==> config.mk <==
export PLATFORM = sky130hd
export DESIGN_NAME = pcm_fifo_unpacker
export DESIGN_NICKNAME = d
export VERILOG_FILES = /design/src/rtl/pcm_unpack_pkg.sv /design/src/rtl/pcm_tick_div.sv /design/src/rtl/pcm_byte_fifo.sv /design/src/rtl/pcm_frame_decode.sv /design/src/rtl/pcm_fifo_unpacker.sv
export SDC_FILE = /design/constraint.sdc
export NUM_CORES = 1
export LEC_CHECK = 0
export BUFFER_PORTS_ARGS = -buffer_cell sky130_fd_sc_hd__buf_2
export CORE_ASPECT_RATIO = 0.5
export CORE_MARGIN = 1
export CORE_UTILIZATION = 50
export CTS_CLUSTER_DIAMETER = 150
export DETAILED_ROUTE_END_ITERATION = 8
export GPL_TIMING_DRIVEN = 1
export PLACE_DENSITY = 0.77
export SLEW_MARGIN = 0
export SYNTH_ARGS = -nofsm -noshare
export SYNTH_HDL_FRONTEND = slang
export SYNTH_SLANG_ARGS = --single-unit
==> constraint.sdc <==
create_clock -name clk -period 8 [get_ports clk]
set_clock_uncertainty 0.15 [all_clocks]
set_input_delay 1.2 -clock clk [delete_from_list [all_inputs] [get_ports clk]]
set_output_delay 1.2 -clock clk [all_outputs]
set_load 0.01 [all_outputs]
==> src/rtl/pcm_unpack_pkg.sv <==
package pcm_unpack_pkg;

  typedef enum logic [1:0] {
    FMT_MONO8    = 2'b00,
    FMT_STEREO8  = 2'b01,
    FMT_MONO16   = 2'b10,
    FMT_STEREO16 = 2'b11
  } pcm_fmt_e;

  typedef struct packed {
    logic [15:0] left;
    logic [15:0] right;
  } stereo_pair_t;

  // Bytes a format consumes per sample period.
  function automatic logic [2:0] fmt_bytes(pcm_fmt_e f);
    case (f)
      FMT_MONO8:    return 3'd1;
      FMT_STEREO8:  return 3'd2;
      FMT_MONO16:   return 3'd2;
      default:      return 3'd4;
    endcase
  endfunction

  // Unsigned 8-bit to signed 16-bit.
  function automatic logic [15:0] widen_u8(logic [7:0] b);
    return {b ^ 8'h80, 8'h00};
  endfunction

  // Decode the four head bytes (byte 0 in bits 7:0) for a format.
  function automatic stereo_pair_t unpack_head(pcm_fmt_e f, logic [31:0] head);
    stereo_pair_t p;
    case (f)
      FMT_MONO8: begin
        p.left  = widen_u8(head[7:0]);
        p.right = p.left;
      end
      FMT_STEREO8: begin
        p.left  = widen_u8(head[7:0]);
        p.right = widen_u8(head[15:8]);
      end
      FMT_MONO16: begin
        p.left  = head[15:0];
        p.right = head[15:0];
      end
      default: begin
        p.left  = head[15:0];
        p.right = head[31:16];
      end
    endcase
    return p;
  endfunction

endpackage

==> src/rtl/pcm_tick_div.sv <==
module pcm_tick_div #(
  parameter int DIV_W = 16
) (
  input  logic             clk,
  input  logic             rst_n,
  input  logic [DIV_W-1:0] div_value,
  output logic             tick
);

  logic [DIV_W-1:0] cnt;

  // ">=" keeps the divider live if the limit shrinks below the count.
  assign tick = (cnt >= div_value);

  always_ff @(posedge clk) begin
    if (!rst_n)    cnt <= '0;
    else if (tick) cnt <= '0;
    else           cnt <= cnt + 1'b1;
  end


  tick_spacing_chk: assert property (@(posedge clk) disable iff (!rst_n)
    tick |=> (tick == (div_value == '0)));

endmodule

==> src/rtl/pcm_byte_fifo.sv <==
module pcm_byte_fifo #(
  parameter int DEPTH = 32,
  parameter int LANES = 4,
  localparam int IDX_W = $clog2(DEPTH),
  localparam int LVL_W = IDX_W + 1
) (
  input  logic               clk,
  input  logic               rst_n,
  input  logic               push_en,
  input  logic [8*LANES-1:0] push_word,
  input  logic               pop_en,
  input  logic [2:0]         pop_cnt,
  output logic [8*LANES-1:0] head_word,
  output logic [LVL_W-1:0]   level
);

  logic [7:0]       mem [DEPTH];
  logic [LVL_W-1:0] wr_ptr, rd_ptr;
  logic [LVL_W-1:0] room;
  logic             push_ok;

  assign level   = wr_ptr - rd_ptr;
  assign room    = LVL_W'(DEPTH) - level;
  assign push_ok = push_en && (room >= LVL_W'(LANES));

  always_ff @(posedge clk) begin
    if (push_ok) begin
      for (int i = 0; i < LANES; i++)
        mem[IDX_W'(wr_ptr[IDX_W-1:0] + IDX_W'(i))] <= push_word[8*i +: 8];
    end
  end

  always_ff @(posedge clk) begin
    if (!rst_n) begin
      wr_ptr <= '0;
      rd_ptr <= '0;
    end else begin
      if (push_ok) wr_ptr <= wr_ptr + LVL_W'(LANES);
      if (pop_en)  rd_ptr <= rd_ptr + LVL_W'(pop_cnt);
    end
  end

  for (genvar g = 0; g < LANES; g++) begin : g_peek
    assign head_word[8*g +: 8] = mem[IDX_W'(rd_ptr[IDX_W-1:0] + IDX_W'(g))];
  end


  pop_within_level_chk: assert property (@(posedge clk) disable iff (!rst_n)
    pop_en |-> (level >= LVL_W'(pop_cnt)));

  level_bound_chk: assert property (@(posedge clk) disable iff (!rst_n)
    level <= LVL_W'(DEPTH));

  push_refused_chk: assert property (@(posedge clk) disable iff (!rst_n)
    (push_en && (room < LVL_W'(LANES)) && !pop_en) |=> (level == $past(level)));

endmodule

==> src/rtl/pcm_frame_decode.sv <==
module pcm_frame_decode
  import pcm_unpack_pkg::*;
#(
  parameter int LVL_W = 6
) (
  input  logic             clk,
  input  logic             rst_n,
  input  logic             tick,
  input  logic [1:0]       fmt_sel,
  input  logic [LVL_W-1:0] level,
  input  logic [31:0]      head_word,
  output logic             pop_en,
  output logic [2:0]       pop_cnt,
  output logic [15:0]      sample_left,
  output logic [15:0]      sample_right,
  output logic             sample_valid
);

  pcm_fmt_e     fmt;
  logic         enough;
  stereo_pair_t pair;
  logic [1:0]   fmt_q;

  assign fmt     = pcm_fmt_e'(fmt_sel);
  assign pop_cnt = fmt_bytes(fmt);
  assign enough  = (level >= LVL_W'(pop_cnt));
  assign pop_en  = tick && enough;
  assign pair    = unpack_head(fmt, head_word);

  always_ff @(posedge clk) begin
    if (!rst_n) begin
      sample_left  <= '0;
      sample_right <= '0;
      sample_valid <= 1'b0;
      fmt_q        <= '0;
    end else begin
      sample_valid <= tick;
      if (tick) begin
        fmt_q        <= fmt_sel;
        sample_left  <= enough ? pair.left  : 16'h0000;
        sample_right <= enough ? pair.right : 16'h0000;
      end
    end
  end


  underrun_silence_chk: assert property (@(posedge clk) disable iff (!rst_n)
    (tick && !enough) |=> (sample_valid && sample_left == 16'h0 && sample_right == 16'h0));

  mono_equal_chk: assert property (@(posedge clk) disable iff (!rst_n)
    (sample_valid && !fmt_q[0]) |-> (sample_left == sample_right));

endmodule

==> src/rtl/pcm_fifo_unpacker.sv <==
module pcm_fifo_unpacker #(
  parameter int DIV_W      = 16,
  parameter int FIFO_DEPTH = 32
) (
  input  logic                        clk,
  input  logic                        rst_n,
  input  logic [DIV_W-1:0]            tick_div,
  input  logic [1:0]                  fmt_sel,
  input  logic                        push_en,
  input  logic [31:0]                 push_word,
  output logic [$clog2(FIFO_DEPTH):0] fifo_level,
  output logic [15:0]                 sample_left,
  output logic [15:0]                 sample_right,
  output logic                        sample_valid
);

  localparam int LVL_W = $clog2(FIFO_DEPTH) + 1;

  logic        tick_w;
  logic        pop_w;
  logic [2:0]  pop_cnt_w;
  logic [31:0] head_w;

  pcm_tick_div #(.DIV_W(DIV_W)) u_div (
    .clk       (clk),
    .rst_n     (rst_n),
    .div_value (tick_div),
    .tick      (tick_w)
  );

  pcm_byte_fifo #(.DEPTH(FIFO_DEPTH), .LANES(4)) u_fifo (
    .clk       (clk),
    .rst_n     (rst_n),
    .push_en   (push_en),
    .push_word (push_word),
    .pop_en    (pop_w),
    .pop_cnt   (pop_cnt_w),
    .head_word (head_w),
    .level     (fifo_level)
  );

  pcm_frame_decode #(.LVL_W(LVL_W)) u_dec (
    .clk          (clk),
    .rst_n        (rst_n),
    .tick         (tick_w),
    .fmt_sel      (fmt_sel),
    .level        (fifo_level),
    .head_word    (head_w),
    .pop_en       (pop_w),
    .pop_cnt      (pop_cnt_w),
    .sample_left  (sample_left),
    .sample_right (sample_right),
    .sample_valid (sample_valid)
  );


  valid_follows_tick_chk: assert property (@(posedge clk) disable iff (!rst_n)
    sample_valid |-> $past(tick_w));

endmodule

==> tab_implementation.tex, run 1 <==
\begin{tabular}{lr}
\hline
Metric & Value \\
\hline
\multicolumn{2}{l}{\textbf{STA}} \\
\quad Unrepaired setup endpoints after global routing & false \\
\quad Final setup margin & between 3 and 4 ns \\
\quad Slew at the pin closest to its max-slew limit & roughly 1.3 ns \\
\quad Fin Setup TNS & 0 ns \\
\quad Hold Fails Final Rpt & 0 \\
\quad Part of the cycle the worst path needs & 61.9\% \\
\quad Final count of negative-setup-slack endpoints & 0 \\
\quad Remaining max-slew budget at the tightest pin & approximately an eighth \\
\quad Pins over their slew limit & 0 \\
\quad Top achievable clock speed & a little over 0.2 GHz \\
\quad Post-layout min period & slightly below 5 ns \\
\multicolumn{2}{l}{\textbf{Layout}} \\
\quad Fin area & 21200 um\^{}2 \\
\quad Count of nets after finishing & 1263 \\
\quad Layout overhead on the synthesized area & 10.7\% \\
\quad Layout cells sized above 1 & 42.3\% \\
\quad Highest-count cells in the layout ignoring fill and taps & sky130\_fd\_sc\_hd\_\_mux4\_2 (309), sky130\_fd\_sc\_hd\_\_edfxtp\_1 (256), sky130\_fd\_sc\_hd\_\_buf\_2 (91) \\
\quad Leading cell type in the layout, fill and taps excluded & sky130\_fd\_sc\_hd\_\_mux4\_2 \\
\quad Filler Cell Count & roughly 2800 \\
\multicolumn{2}{l}{\textbf{Yosys}} \\
\quad FFs w/ async S/R, synth & 0\% \\
\quad Count of mapped cells out of synthesis & 1114 \\
\quad Synthesized-area fraction occupied by xor and xnor cells & roughly 1.5\% \\
\quad Fraction of the mapped netlist area in adder cells & between 2 and 2.5\% \\
\quad Netlist Area Pre-Place & around 19000 um\^{}2 \\
\quad Number of synthesized flops with an enable pin & about 260 \\
\quad Flip-flop and latch count after synthesis & 320 \\
\quad Compound-Gate Fraction of Synth Area & slightly above 4\% \\
\quad Average cell area after synthesis & around 17 um\^{}2 \\
\quad Dominant synthesized flop cell & sky130\_fd\_sc\_hd\_\_edfxtp\_1 \\
\quad Fraction of the mapped netlist area in simple logic gates & between 3 and 4\% \\
\quad Syn nets & around 1200 \\
\quad Largest family of logic cells by synthesized area & multiplexers \\
\quad Sequential share of the synthesized area & around 47\% \\
\quad Distinct cell type count after synthesis & 63 \\
\quad Proportion of synthesized area in mux cells & roughly 39\% \\
\quad Area leader, netlist & sky130\_fd\_sc\_hd\_\_edfxtp\_1 \\
\quad Warnings, synthesis & 0 \\
\quad Portion of synthesized cell area occupied by the leading cell type & about 40\% \\
\quad Biggest area contributors in the synthesized netlist & sky130\_fd\_sc\_hd\_\_edfxtp\_1 (40\%), sky130\_fd\_sc\_hd\_\_mux4\_2 (36\%), sky130\_fd\_sc\_hd\_\_dfxtp\_1 (6.7\%), sky130\_fd\_sc\_hd\_\_ha\_1 (2.3\%), sky130\_fd\_sc\_hd\_\_mux2i\_1 (2.2\%) \\
\multicolumn{2}{l}{\textbf{Die}} \\
\quad Total die area & slightly below 40000 um\^{}2 \\
\quad Total number of placement rows & 50 \\
\quad Effective utilization at floorplan & between 50 and 60\% \\
\quad Die outline height & approximately 140 um \\
\quad Chip Width & about 280 um \\
\quad Top-level I/O count & around 90 \\
\quad Core outline area & around 38000 um\^{}2 \\
\multicolumn{2}{l}{\textbf{Detailed routing}} \\
\quad DRC violation total after the first TritonRoute iteration & 1969 \\
\quad Via/cell ratio & between 7 and 8 \\
\quad Wire length after detailed routing & between 50000 and 60000 um \\
\quad DR WL/cell & between 30 and 40 um \\
\quad Count of unresolved DRC violations after routing & 0 \\
\quad Routed via count & $\sim$13000 \\
\quad Router iterations before antenna repair & 5 \\
\quad Count of antenna-violating nets left after detailed routing & 0 \\
\multicolumn{2}{l}{\textbf{Clock tree}} \\
\quad Clock tree from TritonCTS & yes \\
\quad Total setup buffers inserted after CTS & 0 \\
\quad Root buf cell & sky130\_fd\_sc\_hd\_\_clkbuf\_16 \\
\quad Post-CTS clock slew at the launch and capture registers of the worst setup and hold paths & $\sim$0.070 ns \\
\quad Worst-Skew Late Latency & $\sim$0.6 ns \\
\quad Num CTS Buffers & 31 \\
\quad Clock Sink Count & 320 \\
\quad Post\_cts resized & 0 \\
\quad CTS Hold Buffers Added & 0 \\
\quad Max H-tree Level & 1 \\
\quad Clk buf depth & 3 \\
\multicolumn{2}{l}{\textbf{Min path}} \\
\quad Hold Path Class & reg2reg \\
\multicolumn{2}{l}{\textbf{Setup path}} \\
\quad Critical path data arrival time & approximately 5.3 ns \\
\quad Critical-path cell list & buf\_4, inv\_1, ha\_4, buf\_4, mux4\_2, mux4\_2, mux2i\_1, nor3\_1, a221o\_1 \\
\quad Kind of launch point of the worst setup path & flop \\
\quad Delay of the slowest cell on the worst path & 0.86 ns \\
\quad Worst EP required & approximately 8.3 ns \\
\quad Category of the critical setup timing path & reg2reg \\
\quad Critical-path top delay cell & sky130\_fd\_sc\_hd\_\_ha\_4 \\
\quad Top fanout value on the critical path & around 60 \\
\quad Crit end category & flop \\
\multicolumn{2}{l}{\textbf{Power and ir drop}} \\
\quad Static power due to leakage & 0.00681 uW \\
\quad Worst-case vdd ir drop & $\sim$0.16 mV \\
\quad Pwr Density & roughly 180 nW/um\^{}2 \\
\multicolumn{2}{l}{\textbf{Placed design}} \\
\quad Setup slack at placement & 2.72 ns \\
\quad IO buf count & roughly 90 \\
\quad DP Wirelength & around 33000 um \\
\quad Placer congestion estimate & between 0.8 and 0.9 \\
\quad Instance area after placement & just over 20000 um\^{}2 \\
\multicolumn{2}{l}{\textbf{Global route}} \\
\quad Global-route wire length before repair & approximately 80000 um \\
\quad Vias in the first global route & between 10000 and 15000 \\
\quad Largest net degree at the start of global routing & $\sim$120 \\
\quad Antenna violations before repair & 1 \\
\quad Overall global routing resource usage & a little over a quarter \\
\quad Residual overflow from global routing & 0 \\
\multicolumn{2}{l}{\textbf{Job}} \\
\quad Max-capacitance violation count & 0 \\
\multicolumn{2}{l}{\textbf{Outcome}} \\
\quad Result of the run & finished clean \\
\hline
\end{tabular}
-- per-stage QoR --
stage,instances,hold WS [ns],total power [uW],utilization (%)
finish,1718,0.313,3850,56.5
global route,1717,0.351,3930,56.5
CTS,1717,0.323,3840,56.5
detailed placement,1660,0.312,2340,53.7
global placement,1660,0.300,2310,53.7
floorplan,1114,0.291,2180,-
-- final cells by class --
type	count	area [um^2]	area share, %
clock buffer	34	787	3.70
clock inverter	23	254	1.20
timing repair buffer	115	648	3.05
inverter	37	139	0.654
antenna	1	2.50	0.0118
multi-input combinational	668	9780	46.1
sequential	320	8980	42.3
tap	520	651	3.06
-- worst max-delay path, delay by kind of cell, from the launching register on --
family | cells | cell delay [ns]
buffers and inverters | 3 | 1.76
multiplexers | 3 | 1.29
adder cells (fa/ha/maj) | 1 | 0.86
flip-flops | 1 | 0.31
AO/OA/AOI/OAI | 1 | 0.28
AND/OR/NAND/NOR | 1 | 0.11
-- kinds of logic after synthesis --
logic type,Yosys count
multiplexers,354
flip-flops,320
AND/OR/NAND/NOR,135
buffers and inverters,126
AO/OA/AOI/OAI,113
adder cells (fa/ha/maj),37
XOR/XNOR,29
-- power breakdown --
group	internal, uW	leakage [uW]	total (uW)	switching, uW
Combinational	160	0.00345	379	219
Clock	872	0.000516	1530	657
Sequential	1870	0.00284	1940	64.5
Total	2900	0.00681	3850	940
-- Yosys cell counts (7+ instances only) --
cell,number
sky130_fd_sc_hd__o21ai_0,12
sky130_fd_sc_hd__nor3_1,17
sky130_fd_sc_hd__buf_1,8
sky130_fd_sc_hd__mux2i_1,43
sky130_fd_sc_hd__nand3_1,11
sky130_fd_sc_hd__edfxtp_1,256
sky130_fd_sc_hd__a21oi_1,28
sky130_fd_sc_hd__a22o_1,16
sky130_fd_sc_hd__buf_4,9
sky130_fd_sc_hd__xor2_1,14
sky130_fd_sc_hd__inv_1,35
sky130_fd_sc_hd__ha_1,36
sky130_fd_sc_hd__a221o_1,8
sky130_fd_sc_hd__dfxtp_1,64
sky130_fd_sc_hd__xnor2_1,13
sky130_fd_sc_hd__nand2b_1,8
sky130_fd_sc_hd__nand2_1,30
sky130_fd_sc_hd__buf_2,34
sky130_fd_sc_hd__a22oi_1,7
sky130_fd_sc_hd__clkbuf_1,33
sky130_fd_sc_hd__mux4_2,309
sky130_fd_sc_hd__nor2_1,35
sky130_fd_sc_hd__a21o_1,9
-- layer usage --
layer | global-route usage, % | share of wire (%) | vias up
met4 | 7.52 | 2.9 | 0
li1 | - | - | 4904
met5 | 0 | 0 | -
met2 | 42.3 | 47 | 1122
met1 | 38.1 | 36 | 6481
met3 | 7.87 | 14 | 122
-- registers in the layout (all words and copies together), names as in the netlist, named ones only --
name	cells
u_fifo.mem	256
u_div.cnt	16
u_dec.sample_valid	1
u_dec.sample_left	16
u_fifo.rd_ptr	6
u_fifo.wr_ptr	4
u_dec.sample_right	16
-- path summary, 6_finish.rpt --
path / start / endpoint / slack, ns / cells after the start
min: u_dec.sample_right[8]$_SDFFE_PN0P_ / u_dec.sample_right[8]$_SDFFE_PN0P_ / 0.31 / 2
max: u_fifo.rd_ptr[1]$_SDFFE_PN0P_ / u_dec.sample_left[14]$_SDFFE_PN0P_ / 3.04 / 9
min reg2reg: u_dec.sample_right[8]$_SDFFE_PN0P_ / u_dec.sample_right[8]$_SDFFE_PN0P_ / 0.31 / 2
max reg2reg: u_fifo.rd_ptr[1]$_SDFFE_PN0P_ / u_dec.sample_left[14]$_SDFFE_PN0P_ / 3.04 / 9
(Power assumes the default switching activity.)
==> run 2, diff against run 1 <==
- clock period: 8 -> 4.8 ns (I/O delays scaled with it)
==> run 2 against run 1 <==
  * Count of clock-buffer cells in the layout is 4 higher
  * Critical path depth grew 1
  * Sequential share of layout area fell by 0.25 points
  * Cell count increased by 0.58%
  * Flip-flop and latch count stayed put
  * Setup slack worse by 2.2 ns
  * Combinational power grew 70%
  * Via count is 2.1% lower
  * Critical endpoint is now u_fifo.mem[6][6]$_DFFE_PP_
==> tab_implementation.tex, run 2 (synthesis gave the netlist of run 1 again) <==
\begin{tabular}{lr}
\hline
Metric & Value \\
\hline
\multicolumn{2}{l}{\textbf{STA}} \\
\quad Fin Setup TNS & 0 ns \\
\quad Post-layout min period & between 3 and 4 ns \\
\quad Pins over their slew limit & 0 \\
\quad Remaining max-slew budget at the tightest pin & 23.8\% \\
\quad Unrepaired setup endpoints after global routing & false \\
\quad Final count of negative-setup-slack endpoints & 0 \\
\quad Top achievable clock speed & around 0.25 GHz \\
\quad Part of the cycle the worst path needs & 82.4\% \\
\quad Slew at the pin closest to its max-slew limit & 1.14 ns \\
\quad Hold Fails Final Rpt & 0 \\
\multicolumn{2}{l}{\textbf{Detailed routing}} \\
\quad Wire length after detailed routing & 52700 um \\
\quad DR WL/cell & 30.5 um \\
\quad Routed via count & roughly 12000 \\
\quad Via/cell ratio & just over 7 \\
\quad Count of antenna-violating nets left after detailed routing & 0 \\
\quad DRC violation total after the first TritonRoute iteration & approximately 1700 \\
\quad Count of unresolved DRC violations after routing & 0 \\
\quad Router iterations before antenna repair & 5 \\
\multicolumn{2}{l}{\textbf{Outcome}} \\
\quad Result of the run & finished clean \\
\multicolumn{2}{l}{\textbf{Clock tree}} \\
\quad Clk buf depth & 3 \\
\quad Num CTS Buffers & 29 \\
\quad Root buf cell & sky130\_fd\_sc\_hd\_\_clkbuf\_16 \\
\quad CTS Hold Buffers Added & 0 \\
\quad Total setup buffers inserted after CTS & 0 \\
\quad Clock tree from TritonCTS & yes \\
\quad Post-CTS clock slew at the launch and capture registers of the worst setup and hold paths & about 0.060 ns \\
\quad Worst-Skew Late Latency & around 0.57 ns \\
\quad Max H-tree Level & 1 \\
\quad Post\_cts resized & 0 \\
\quad Clock Sink Count & 320 \\
\multicolumn{2}{l}{\textbf{Power and ir drop}} \\
\quad Sequential Power Share & a little over half \\
\quad Internal Dissipation & 4690 uW \\
\quad Pwr Density & 290 nW/um\^{}2 \\
\quad Psw & $\sim$1500 uW \\
\quad Clock network power share & 37.4\% \\
\quad Static power due to leakage & between 0.006 and 0.007 uW \\
\quad Relative contribution of combinational cells to total power & between 10\% and 20\% \\
\quad Worst-case vdd ir drop & between 0.2 and 0.25 mV \\
\quad Switching part of the total power & approximately 24\% \\
\multicolumn{2}{l}{\textbf{Placed design}} \\
\quad Instance area after placement & 20400 um\^{}2 \\
\quad IO buf count & 91 \\
\quad Placer congestion estimate & around 0.9 \\
\quad DP Wirelength & between 30000 and 40000 um \\
\multicolumn{2}{l}{\textbf{Job}} \\
\quad Max-capacitance violation count & 0 \\
\multicolumn{2}{l}{\textbf{Setup path}} \\
\quad Logic depth of the worst setup path including buffers & 10 \\
\quad Critical-path top delay cell & sky130\_fd\_sc\_hd\_\_dfxtp\_1 \\
\quad Startpoint of the worst register-to-register path & u\_fifo.wr\_ptr[2]\$\_SDFFE\_PN0P\_ \\
\quad RR Endpoint & u\_fifo.mem[6][6]\$\_DFFE\_PP\_ \\
\quad Category of the critical setup timing path & reg2reg \\
\quad Termination of the worst setup path & u\_fifo.mem[6][6]\$\_DFFE\_PP\_ \\
\quad Crit end category & flop \\
\quad Setup slack, reg-to-reg & $\sim$0.84 ns \\
\quad Delay of the slowest cell on the worst path & roughly 0.72 ns \\
\quad Worst EP required & 4.86 ns \\
\quad Critical-path cell list & ha\_1, or3b\_1, a211oi\_2, xnor2\_1, nand4b\_1, a21boi\_0, nand2b\_1, buf\_4, nor4b\_4, buf\_4 \\
\quad CP bufs+invs & 2 \\
\quad Kind of launch point of the worst setup path & flop \\
\quad Critical path data arrival time & 4.02 ns \\
\quad Top fanout value on the critical path & 32 \\
\quad Critical path startpoint & u\_fifo.wr\_ptr[2]\$\_SDFFE\_PN0P\_ \\
\quad Cell depth of the worst flop-to-flop path & 10 \\
\quad CP top delay family & simple AND/OR/NAND/NOR gates \\
\quad Most numerous cell on the critical path & sky130\_fd\_sc\_hd\_\_buf\_4 \\
\multicolumn{2}{l}{\textbf{Layout}} \\
\quad Count of nets after finishing & approximately 1300 \\
\quad Filler Cell Count & 2722 \\
\quad Leading cell type in the layout, fill and taps excluded & sky130\_fd\_sc\_hd\_\_mux4\_2 \\
\quad Layout overhead on the synthesized area & 11.3\% \\
\quad Layout cells sized above 1 & 42.4\% \\
\quad Highest-count cells in the layout ignoring fill and taps & sky130\_fd\_sc\_hd\_\_mux4\_2 (309), sky130\_fd\_sc\_hd\_\_edfxtp\_1 (256), sky130\_fd\_sc\_hd\_\_buf\_2 (91) \\
\quad Fin area & $\sim$21000 um\^{}2 \\
\quad Max FFs per register & between 200 and 300 \\
\multicolumn{2}{l}{\textbf{Die}} \\
\quad Top-level I/O count & 92 \\
\quad Core outline area & 37600 um\^{}2 \\
\quad Die outline height & between 100 and 150 um \\
\quad Effective utilization at floorplan & between 50\% and 60\% \\
\quad Total number of placement rows & 50 \\
\quad Total die area & $\sim$40000 um\^{}2 \\
\quad Chip Width & approximately 280 um \\
\multicolumn{2}{l}{\textbf{Global route}} \\
\quad Vias in the first global route & between 10000 and 15000 \\
\quad Global-route wire length before repair & $\sim$79000 um \\
\quad Largest net degree at the start of global routing & roughly 100 \\
\quad Residual overflow from global routing & 0 \\
\quad Overall global routing resource usage & 27.2\% \\
\quad Antenna violations before repair & 5 \\
\multicolumn{2}{l}{\textbf{Min path}} \\
\quad Hold Path Class & reg2reg \\
\hline
\end{tabular}
## run 2: layer usage
layer	wire, um	track usage (%)	part of all wire (%)	vias to the layer above
met4	1570	7.92	3.0	6
met2	24500	42.1	46	986
met3	7580	9.27	14	130
met1	19000	36.7	36	6318
li1	-	-	-	4924
met5	35	0	0.066	-
## run 2: layout make-up
| type | instances | area [um^2] | area share [%] |
|---|---|---|---|
| repair buffers | 128 | 808 | 3.78 |
| multi-input cells | 668 | 9850 | 46.1 |
| flip-flops and latches | 320 | 8980 | 42.0 |
| diodes | 1 | 2.50 | 0.0117 |
| inverters | 37 | 139 | 0.650 |
| well taps | 520 | 651 | 3.04 |
| clock buffers | 38 | 805 | 3.76 |
| clock inverters | 16 | 134 | 0.626 |
## run 2: how the worst min path moves through the flow
stage / startpoint / to / slack [ns] / depth (start not counted)
after CTS: push_word[25] / u_fifo.mem[23][1]$_DFFE_PP_ / 0.29 / 1
final: u_dec.sample_right[13]$_SDFFE_PN0P_ / u_dec.sample_right[13]$_SDFFE_PN0P_ / 0.30 / 2
after global routing: push_word[3] / u_fifo.mem[16][3]$_DFFE_PP_ / 0.30 / 1
after detailed placement: u_dec.sample_right[13]$_SDFFE_PN0P_ / u_dec.sample_right[13]$_SDFFE_PN0P_ / 0.29 / 2
after floorplan: u_div.cnt[0]$_SDFF_PP0_ / u_div.cnt[0]$_SDFF_PP0_ / 0.29 / 1
after global placement: u_dec.sample_right[13]$_SDFFE_PN0P_ / u_dec.sample_right[13]$_SDFFE_PN0P_ / 0.29 / 2
## run 2: power groups by stage
stage                     Sequential (uW)  Clock (uW)  Combinational [uW]
after floorplan                      3240           0                 409
after global placement               3260           0                 612
after detailed placement             3280           0                 630
after CTS                            3220        2340                 636
after global routing                 3240        2440                 684
final                                3230        2310                 645
## run 2: tightest hold or removal path, delay by kind of cell, from the launching register on
kind,cells,cell delay [ns]
DFF,1,0.30
and+or+nand+nor,1,0.05
AOI/OAI and AO/OA,1,0.05
## run 2: metrics by stage
stage,instances,util (%),hold slack (ns),power (uW),setup WS [ns]
final,1728,56.8,0.298,6190,0.843
after global routing,1727,56.8,0.298,6370,0.690
after CTS,1727,56.8,0.285,6200,0.867
after detailed placement,1673,54.3,0.293,3910,0.917
after global placement,1673,54.3,0.295,3870,1.01
after floorplan,1114,-,0.291,3650,0.285
